### src/rtl/wdog_pkg.sv
package wdog_pkg;
    parameter int unsigned DATA_W  = 16;
    parameter int unsigned ADDR_W  = 8;
    parameter int unsigned COUNT_W = 10;

    // Register offsets seen by software
    localparam logic [7:0] OFS_RELOAD = 8'h00;
    localparam logic [7:0] OFS_STAT1  = 8'h04;
    localparam logic [7:0] OFS_STAT2  = 8'h06;
    localparam logic [7:0] OFS_CTRL   = 8'h08;
    localparam logic [7:0] OFS_INIT   = 8'h12;

    // Bit positions inside the registers
    localparam int unsigned BIT_FIRST    = 3;
    localparam int unsigned BIT_SECOND   = 1;
    localparam int unsigned BIT_BOOT     = 2;
    localparam int unsigned BIT_HALT     = 11;
    localparam int unsigned BIT_NOREBOOT = 0;

    // Smallest accepted initial count and the value taken at reset
    localparam int unsigned MIN_COUNT  = 4;
    localparam int unsigned RESET_INIT = 4;
endpackage

### src/rtl/wdog_cfg.sv
module wdog_cfg
    import wdog_pkg::*;
#(
    parameter int unsigned DW = DATA_W,
    parameter int unsigned AW = ADDR_W,
    parameter int unsigned CW = COUNT_W
) (
    input  logic          clk,
    input  logic          rst_n,
    input  logic          wr_en,
    input  logic [AW-1:0] wr_addr,
    input  logic [DW-1:0] wr_data,
    output logic [CW-1:0] init_val,
    output logic [DW-CW-1:0] init_hi,
    output logic          halt,
    output logic          no_reboot
);
    localparam int unsigned HW = DW - CW;

    typedef struct packed {
        logic [CW-1:0] init;
        logic [HW-1:0] hi;
        logic          halt;
        logic          nrb;
    } cfg_t;

    cfg_t cfg_d, cfg_q;
    logic init_wr, ctrl_wr, count_ok;

    always_comb begin
        init_wr  = wr_en && (wr_addr == AW'(OFS_INIT));
        ctrl_wr  = wr_en && (wr_addr == AW'(OFS_CTRL));
        count_ok = wr_data[CW-1:0] >= CW'(MIN_COUNT);
        cfg_d    = cfg_q;
        if (init_wr) begin
            cfg_d.hi = wr_data[DW-1:CW];
            if (count_ok) begin
                cfg_d.init = wr_data[CW-1:0];
            end
        end
        if (ctrl_wr) begin
            cfg_d.halt = wr_data[BIT_HALT];
            cfg_d.nrb  = wr_data[BIT_NOREBOOT];
        end
    end

    always_ff @(posedge clk) begin
        if (!rst_n) begin
            cfg_q.init <= CW'(RESET_INIT);
            cfg_q.hi   <= '0;
            cfg_q.halt <= 1'b1;
            cfg_q.nrb  <= 1'b1;
        end else begin
            cfg_q <= cfg_d;
        end
    end

    assign init_val  = cfg_q.init;
    assign init_hi   = cfg_q.hi;
    assign halt      = cfg_q.halt;
    assign no_reboot = cfg_q.nrb;

    // a count below the minimum leaves the stored count untouched
    assert_small_init_ignored_R4: assert property (@(posedge clk) disable iff (!rst_n)
        (init_wr && !count_ok) |=> $stable(init_val));

    // a control write is reflected in the halt bit on the next cycle
    assert_halt_written_R5: assert property (@(posedge clk) disable iff (!rst_n)
        ctrl_wr |=> (halt == $past(wr_data[BIT_HALT])));
endmodule

### src/rtl/wdog_counter.sv
module wdog_counter
    import wdog_pkg::*;
#(
    parameter int unsigned CW = COUNT_W
) (
    input  logic          clk,
    input  logic          rst_n,
    input  logic          tick_en,
    input  logic          halt,
    input  logic          reload_wr,
    input  logic [CW-1:0] init_val,
    output logic [CW-1:0] count,
    output logic          expire
);
    typedef struct packed {
        logic [CW-1:0] cnt;
    } cnt_t;

    cnt_t st_d, st_q;
    logic step, at_zero;

    always_comb begin
        step    = tick_en && !halt;
        at_zero = (st_q.cnt == '0);
        expire  = step && at_zero && !reload_wr;
        st_d    = st_q;
        if (reload_wr) begin
            st_d.cnt = init_val;
        end else if (step) begin
            st_d.cnt = at_zero ? init_val : (st_q.cnt - CW'(1));
        end
    end

    always_ff @(posedge clk) begin
        if (!rst_n) begin
            st_q.cnt <= CW'(RESET_INIT);
        end else begin
            st_q <= st_d;
        end
    end

    assign count = st_q.cnt;

    // a reload write loads the initial count
    assert_reload_loads_R2: assert property (@(posedge clk) disable iff (!rst_n)
        reload_wr |=> (count == $past(init_val)));

    // a running tick on a non-zero count steps down by one
    assert_step_down_R3: assert property (@(posedge clk) disable iff (!rst_n)
        (tick_en && !halt && !reload_wr && count != '0) |=> (count == $past(count) - CW'(1)));

    // halted counter holds unless reloaded
    assert_halt_holds_R3: assert property (@(posedge clk) disable iff (!rst_n)
        (halt && !reload_wr) |=> $stable(count));
endmodule

### src/rtl/wdog_stage.sv
module wdog_stage
    import wdog_pkg::*;
(
    input  logic clk,
    input  logic rst_n,
    input  logic expire,
    input  logic no_reboot,
    input  logic clr_first,
    input  logic clr_second,
    input  logic clr_boot,
    output logic first_sts,
    output logic second_sts,
    output logic boot_sts,
    output logic irq,
    output logic rst_req
);
    typedef struct packed {
        logic first;
        logic second;
        logic boot;
        logic irq;
        logic rst;
    } stage_t;

    stage_t sg_d, sg_q;
    logic stage_one, stage_two;

    always_comb begin
        stage_one    = expire && !sg_q.first;
        stage_two    = expire && sg_q.first;
        sg_d.irq     = stage_one;
        sg_d.first   = (sg_q.first  && !clr_first)  || stage_one;
        sg_d.second  = (sg_q.second && !clr_second) || stage_two;
        sg_d.boot    = (sg_q.boot   && !clr_boot)   || (stage_two && no_reboot);
        sg_d.rst     = sg_q.rst || (stage_two && !no_reboot);
    end

    always_ff @(posedge clk) begin
        if (!rst_n) begin
            sg_q <= '0;
        end else begin
            sg_q <= sg_d;
        end
    end

    assign first_sts  = sg_q.first;
    assign second_sts = sg_q.second;
    assign boot_sts   = sg_q.boot;
    assign irq        = sg_q.irq;
    assign rst_req    = sg_q.rst;

    // the interrupt is a single-cycle pulse
    assert_irq_single_R6: assert property (@(posedge clk) disable iff (!rst_n)
        irq |=> !irq);

    // an expiry with the first status set records the second status
    assert_second_recorded_R7: assert property (@(posedge clk) disable iff (!rst_n)
        (expire && first_sts) |=> (second_sts && !irq));

    // no-reboot blocks a new reset request
    assert_noreboot_blocks_R8: assert property (@(posedge clk) disable iff (!rst_n)
        (no_reboot && !rst_req) |=> !rst_req);

    // the reset request is sticky
    assert_rst_sticky_R10: assert property (@(posedge clk) disable iff (!rst_n)
        rst_req |=> rst_req);

    // an expiry sets the first status even against a clearing write
    assert_set_wins_R9: assert property (@(posedge clk) disable iff (!rst_n)
        (expire && !first_sts) |=> first_sts);
endmodule

### src/rtl/wdog_dual_stage.sv
module wdog_dual_stage
    import wdog_pkg::*;
#(
    parameter int unsigned DW = DATA_W,
    parameter int unsigned AW = ADDR_W,
    parameter int unsigned CW = COUNT_W
) (
    input  logic          clk,
    input  logic          rst_n,
    input  logic          tick_en,
    input  logic          wr_en,
    input  logic [AW-1:0] wr_addr,
    input  logic [DW-1:0] wr_data,
    input  logic [AW-1:0] rd_addr,
    output logic [DW-1:0] rd_data,
    output logic          irq_pulse,
    output logic          sys_rst_req
);
    logic [CW-1:0]    init_val;
    logic [DW-CW-1:0] init_hi;
    logic [CW-1:0]    count;
    logic halt, no_reboot, expire;
    logic reload_wr, clr_first, clr_second, clr_boot;
    logic first_sts, second_sts, boot_sts;

    always_comb begin
        reload_wr  = wr_en && (wr_addr == AW'(OFS_RELOAD));
        clr_first  = wr_en && (wr_addr == AW'(OFS_STAT1)) && wr_data[BIT_FIRST];
        clr_second = wr_en && (wr_addr == AW'(OFS_STAT2)) && wr_data[BIT_SECOND];
        clr_boot   = wr_en && (wr_addr == AW'(OFS_STAT2)) && wr_data[BIT_BOOT];
    end

    wdog_cfg #(.DW(DW), .AW(AW), .CW(CW)) u_cfg (
        .clk       (clk),
        .rst_n     (rst_n),
        .wr_en     (wr_en),
        .wr_addr   (wr_addr),
        .wr_data   (wr_data),
        .init_val  (init_val),
        .init_hi   (init_hi),
        .halt      (halt),
        .no_reboot (no_reboot)
    );

    wdog_counter #(.CW(CW)) u_cnt (
        .clk       (clk),
        .rst_n     (rst_n),
        .tick_en   (tick_en),
        .halt      (halt),
        .reload_wr (reload_wr),
        .init_val  (init_val),
        .count     (count),
        .expire    (expire)
    );

    wdog_stage u_stage (
        .clk        (clk),
        .rst_n      (rst_n),
        .expire     (expire),
        .no_reboot  (no_reboot),
        .clr_first  (clr_first),
        .clr_second (clr_second),
        .clr_boot   (clr_boot),
        .first_sts  (first_sts),
        .second_sts (second_sts),
        .boot_sts   (boot_sts),
        .irq        (irq_pulse),
        .rst_req    (sys_rst_req)
    );

    always_comb begin
        rd_data = '0;
        case (rd_addr)
            AW'(OFS_RELOAD): rd_data[CW-1:0] = count;
            AW'(OFS_STAT1):  rd_data[BIT_FIRST] = first_sts;
            AW'(OFS_STAT2): begin
                rd_data[BIT_SECOND] = second_sts;
                rd_data[BIT_BOOT]   = boot_sts;
            end
            AW'(OFS_CTRL): begin
                rd_data[BIT_HALT]     = halt;
                rd_data[BIT_NOREBOOT] = no_reboot;
            end
            AW'(OFS_INIT):   rd_data = {init_hi, init_val};
            default:         rd_data = '0;
        endcase
    end

    // the interrupt pulse only follows a counter expiry
    assert_irq_after_expiry_R1: assert property (@(posedge clk) disable iff (!rst_n)
        irq_pulse |-> $past(expire));
endmodule

### config.mk
export PLATFORM = sky130hd
export DESIGN_NAME = wdog_dual_stage
export DESIGN_NICKNAME = d
export VERILOG_FILES = /design/src/rtl/wdog_pkg.sv /design/src/rtl/wdog_cfg.sv /design/src/rtl/wdog_counter.sv /design/src/rtl/wdog_stage.sv /design/src/rtl/wdog_dual_stage.sv
export SDC_FILE = /design/constraint.sdc
export NUM_CORES = 1
export LEC_CHECK = 0
export BUFFER_PORTS_ARGS = -buffer_cell sky130_fd_sc_hd__buf_2
export CAP_MARGIN = 20
export CORE_UTILIZATION = 25
export DETAILED_ROUTE_END_ITERATION = 16
export GPL_TIMING_DRIVEN = 0
export PLACE_DENSITY = 0.53
export SLEW_MARGIN = 15
export SYNTH_ARGS = -nofsm -noshare
export SYNTH_HDL_FRONTEND = slang
export SYNTH_HIERARCHICAL = 1
export SYNTH_SLANG_ARGS = --single-unit
### constraint.sdc
create_clock -name clk -period 2.2 [get_ports clk]
set_input_delay 0.11 -clock clk [delete_from_list [all_inputs] [get_ports clk]]
set_output_delay 0.11 -clock clk [all_outputs]
set_load 0.02 [all_outputs]
# Word level (Yosys, flattened, before mapping)
# Index checks and enable logic that the tools add are counted.
# W data, S select, Z words.
dict set report totals {
  regBits 33
  input_bits 36
  out_inout_bits 18
}
dict set report classes {
  addsub 1
  n_lt_le_gt_ge 1
  eq_ne 8
  muxes 10
  reduce_logical 34
}
# op n
set ops {}
lappend ops {{$eq A8 B3 Y1 const B} 4}
lappend ops {{$mux W10} 3}
lappend ops {{$logic_and A1 B1 Y1} 18}
lappend ops {{$eq A8 B4 Y1 const B} 2}
lappend ops {{$eq A8 B5 Y1 const B} 2}
lappend ops {{$logic_not A8 Y1} 2}
lappend ops {{$pmux W6 S2} 1}
lappend ops {{$ge A10 B3 Y1 const B} 1}
lappend ops {{$logic_not A10 Y1} 1}
lappend ops {{$sub A10 B1 Y10 const B} 1}
lappend ops {{$logic_not A1 Y1} 7}
lappend ops {{$pmux W1 S3} 2}
lappend ops {{$pmux W2 S3} 1}
lappend ops {{$logic_or A1 B1 Y1} 4}
lappend ops {{$mux W4} 1}
lappend ops {{$pmux W1 S2} 1}
lappend ops {{$reduce_and A2 Y1} 1}
lappend ops {{$reduce_bool A2 Y1} 1}
lappend ops {{$mux W1} 1}

# Longest topological paths before layout
dict set report depth {
  word_depth 7
  ltp_mapped 7
  depth_no_buf 7
}

# Hierarchy
# The synthesis kept the hierarchy.
# module instances cells_each area_each_um2 seq_area_each_um2
set modules_own_cells {}
lappend modules_own_cells {wdog_cfg 1 78 737.0 360.3}
lappend modules_own_cells {wdog_counter 1 82 693.2 200.2}
lappend modules_own_cells {wdog_dual_stage 1 58 335.3 0.0}
lappend modules_own_cells {wdog_stage 1 17 185.2 100.1}

# Worst setup path before layout
# No wires, ideal clock.
dict set report synth_path {
  kind {register -> register}
  start {register u_cnt.st_q (netlist bit u_cnt/count[0])}
  end {register u_cnt.st_q (netlist bit u_cnt/count[9])}
  setup_time_ns 0.120
  t_arrival_ns 1.507
  path_slack_ns 0.573
  stages_incl_launch_ff 7
  cell_sequence {dfxtp_1 -> inv_1 -> ha_1 -> nor3b_4 -> a41oi_1 -> nor2b_1 -> o31a_1}
}
dict set report synth_via {
  elab_chain_cells 4
  elab_cells_between_ends 5
  cone_classes {1 x add/sub; 3 x mux; 1 x reduce/logical}
}
# item line
set synth_rtl {}
lappend synth_rtl {{start: declaration} wdog_counter.sv:19} ;# cnt_t st_d, st_q;
lappend synth_rtl {{start signal: assignment} wdog_counter.sv:38} ;# st_q <= st_d;
lappend synth_rtl {{$sub A10 B1 Y10 / $logic_not A10 Y1 (equally long branches)} {wdog_counter.sv:30, wdog_counter.sv:24}}
lappend synth_rtl {{$mux W10 *} wdog_counter.sv:30} ;# st_d.cnt = at_zero ? init_val : (st_q.cnt - CW'(1));
lappend synth_rtl {{$mux W10 *} wdog_counter.sv:29} ;# end else if (step) begin
lappend synth_rtl {{$mux W10 *} wdog_counter.sv:27} ;# if (reload_wr) begin
# Every way passes the cells marked *; elsewhere a longest branch is shown, timed or not. The select of a mux whose other input is x is not followed.
# A chain may end at the register's enable or synchronous reset.

# Final worst setup path
dict set report layout_path {
  start {input port wr_addr[5]}
  end {register u_cnt.st_q (netlist bit u_cnt/count[9])}
}
dict set report layout_via {
  elab_chain_cells 3
  elab_cells_between_ends 4
  cone_classes {1 x mux; 3 x reduce/logical}
}
# item line
set layout_rtl {}
lappend layout_rtl {{start: declaration} wdog_dual_stage.sv:12} ;# input logic [AW-1:0] wr_addr,
lappend layout_rtl {{$logic_not A8 Y1 *} wdog_dual_stage.sv:27} ;# reload_wr = wr_en && (wr_addr == AW'(OFS_RELOAD));
lappend layout_rtl {{$logic_and A1 B1 Y1 *} wdog_dual_stage.sv:27}
lappend layout_rtl {{named net reload_wr} wdog_dual_stage.sv:23} ;# logic reload_wr, clr_first, clr_second, clr_boot;
lappend layout_rtl {{$mux W10 / $reduce_bool A2 Y1 (equally long branches)} -}
# The timed path passes the listed nets; every way through them passes the cells marked *.

==> flow_metrics.tcl <==
set metrics [dict create \
    run_status "complete, no violations" \
    ctsResizeCount 0 \
    post-dp-hpwl_um 4145 \
    dpl-instance-area_um2 2335 \
    fp.dieArea_um2 8160 \
    globalplace.congestion 0.7808 \
    routed_wirelength_um 5367 \
    wire_per_inst_um 13.62 \
    path_cells "buf_2, nor4_1, nand3_1, nor3_1, clkinv_1, and3_1, o31a_1" \
    floorplan.initialDensity 0.2633 \
    worstPathArrival_ps 2150 \
    grt_util_all_layers 0.1340 \
    final_max_slew_viol_count 0 \
    crit_path_start_kind "primary input" \
    number_of_enable_type_register_cells_in_the_synthesized_netlist 0 \
    core-area_um2 7408 \
    required_ps 2390 \
    timing.final.hold_violations 0 \
    layout.cells.non_filler 394 \
    place.port_buffers 52 \
    detail_route.vias_per_cell 5.036 \
    first_pass_iters 4 \
    synth_top_family_by_area "simple AND/OR/NAND/NOR gates" \
    global_route.overflow_total 0 \
    antenna_found_initial 0 \
    max_slew_margin 0.5783 \
    cts.htree.levels 2 \
    post-route-cell-area_um2 2455 \
    synth-compound-area-share 0.1931 \
    yosysSeqAreaShare 0.3387 \
    cts_max_path_buffers 2 \
    worst-path-max-fanout 10 \
    fp.dieH_um 90.33 \
    yosys.area_share.simple 0.3477 \
    grt_setup_unrepaired "false" \
    synth_async_reset_ratio 0 \
    yosysTopAreaCellShare 0.3387 \
    final_antenna_net_count 0 \
    ios 54 \
    route.detailed.drc 0 \
    clock-skew-final_ps 6.058 \
    rows 31 \
    avgSynthCellArea_um2 8.301 \
    synth_fp_nets 272 \
    layout-drive-gt1-share 0.2746 \
    synth_xor_area_frac 0.004490 \
    die_width_um 90.33 \
    setup-violations-final 0 \
    cts_root_buf "sky130_fd_sc_hd__clkbuf_8" \
    flow.area_growth_from_synthesis_pct 25.85 \
    cts_post_setup_buffers_inserted 0 \
    mostFrequentLayoutCells "53 x sky130_fd_sc_hd__buf_2, 33 x sky130_fd_sc_hd__dfxtp_1, 28 x sky130_fd_sc_hd__nand2_1" \
    power_density_nw_per_um2 542.8 \
    ys_top_cells_by_area "sky130_fd_sc_hd__dfxtp_1 34%, sky130_fd_sc_hd__nand2_1 5.4%, sky130_fd_sc_hd__mux2i_1 5.1%, sky130_fd_sc_hd__nand3_1 4.6%, sky130_fd_sc_hd__nor2_1 3.3%" \
    synth-main-ff-cell "sky130_fd_sc_hd__dfxtp_1" \
    largest_net_degree_at_the_start_of_global_routing 16 \
    cts.sink_count 33 \
    maximum_frequency_from_static_timing_analysis_mhz 512.3 \
    crit_slowest_cell "sky130_fd_sc_hd__nor3_1" \
    fraction_of_the_mapped_netlist_area_in_adder_cells 0.006414 \
    share_of_synthesized_area_spent_on_multiplexers 0.06863 \
    detailroute.via_count 1984 \
    postSynthCellCount 235 \
    timing.critical_path.to_type "register" \
    min_path_type "primary input to register" \
    nets 331 \
    drt_iter0_markers 102 \
    timing.setup.critical_path_class "primary input to register" \
    synth_largest_area_cell "sky130_fd_sc_hd__dfxtp_1" \
    post-place-cells 386 \
    ctsHoldBuffers 0 \
    worst_path_largest_cell_delay_ps 470 \
    synth.distinct_cells 61 \
    tritoncts "yes" \
    grt_pass1_vias 1901 \
    antenna_cells 0 \
    clk_latency_ps 300 \
    timing.max_cap.violations 0 \
    cts-buffers-inserted 5 \
    grt_pass1_wl_um 8749 \
    power_leakage_nw 0.9114 \
    clkSlewWorstSetupHoldPaths_ps 80 \
    final_common_cell "sky130_fd_sc_hd__buf_2" \
    finalCritPeriodShare 0.8873 \
    synth.yosys.warnings 6 \
    post_synth_instance_area_um2 1951 \
    ys_ff_latch 33 \
    min_period_ps 1952 \
    timing_worst_slew_pin_value_ps 630.2 \
    power.ir.vdd_worst_uv 288.3 \
]
worst paths after layout:
kind	endpoint	slack (ps)	depth (start not counted)	from
max	u_cnt/count[9]$_SDFFE_PN0P_	250	7	wr_addr[5]
min	u_cfg/halt$_SDFFE_PN1P_	50	3	wr_data[11]
max reg2reg	u_stage/boot_sts$_SDFF_PN0_	310	7	u_cnt/count[0]$_SDFFE_PN0P_
min reg2reg	u_stage/rst_req$_SDFF_PN0_	450	2	u_stage/rst_req$_SDFF_PN0_
worst max-delay path, delay by kind of cell:
| kind | cells | cell delay (ps) |
|---|---|---|
| buffers and inverters | 2 | 540 |
| AO/OA/AOI/OAI | 1 | 260 |
| AND/OR/NAND/NOR | 4 | 1240 |
per-stage QoR:
stage / setup WS (ps) / hold slack [ps] / setup TNS (ps) / utilization / power [mW]
global placement: 10.37 / 348.0 / 0 / 0.3151 / 0.7248
detailed placement: -52.91 / 348.6 / -154.7 / 0.3151 / 0.7258
CTS: 254.7 / 49.33 / 0 / 0.3314 / 1.341
finish: 247.9 / 52.54 / 0 / 0.3314 / 1.333
floorplan: 573.4 / 171.9 / 0 / - / 0.6690
global route: 108.0 / 68.64 / 0 / 0.3314 / 1.383
flip-flops by register name, indices dropped and copies added, names as in the netlist:
| register | count |
|---|---|
| u_stage/rst_req | 1 |
| u_stage/first_sts | 1 |
| u_cfg/init_hi | 6 |
| u_stage/second_sts | 1 |
| u_stage/boot_sts | 1 |
| u_stage/irq | 1 |
| u_cfg/halt | 1 |
| u_cnt/count | 10 |
| u_cfg/init_val | 10 |
| u_cfg/no_reboot | 1 |
layout make-up:
class / instances / area [µm²]
buffer: 10 / 50.05
clock buffer: 6 / 82.58
clock inverter: 2 / 37.54
fill: 782 / 4954
inverter: 8 / 30.03
multi-input combinational: 184 / 1210
sequential: 33 / 660.6
tap: 99 / 123.9
timing repair buffer: 52 / 260.3
per-layer routing:
metal	share of wire	global-route usage	up-vias	routed length (µm)
met2	0.47	0.2246	63	2499
met4	0.021	0.04570	0	112
met3	0.048	0.03535	10	257
met1	0.47	0.1658	923	2496
li1	-	-	988	-
met5	0	0	-	0
cell families (layout without fill, tap and decap cells):
logic type | count (synthesis) | count (layout)
AO/OA/AOI/OAI | 50 | 50
buffers and inverters | 18 | 78
XOR/XNOR | 1 | 1
AND/OR/NAND/NOR | 119 | 119
adder cells (fa/ha/maj) | 1 | 1
flip-flops | 33 | 33
multiplexers | 13 | 13
Yosys cell counts (3+ instances only):
library cell and instances:
sky130_fd_sc_hd__and2_1 6, sky130_fd_sc_hd__nor3_1 6, sky130_fd_sc_hd__nand3_1 18, sky130_fd_sc_hd__a22oi_1 7
sky130_fd_sc_hd__mux2i_1 10, sky130_fd_sc_hd__nor2_1 17, sky130_fd_sc_hd__clkbuf_1 7, sky130_fd_sc_hd__o21ai_0 9
sky130_fd_sc_hd__inv_1 7, sky130_fd_sc_hd__nand2b_1 4, sky130_fd_sc_hd__and3_1 4, sky130_fd_sc_hd__nand4_1 5
sky130_fd_sc_hd__a31oi_1 4, sky130_fd_sc_hd__a21oi_1 5, sky130_fd_sc_hd__nor4_1 3, sky130_fd_sc_hd__dfxtp_1 33
sky130_fd_sc_hd__mux2_2 3, sky130_fd_sc_hd__nand2_1 28, sky130_fd_sc_hd__nor2b_1 10
power breakdown:
| group | internal [mW] | switching [mW] | total, mW |
|---|---|---|---|
| Clock | 0.368 | 0.251 | 0.620 |
| Sequential | 0.600 | 0.00723 | 0.607 |
| Combinational | 0.0459 | 0.0597 | 0.106 |
Note: power is estimated with default switching activity, not from simulation.
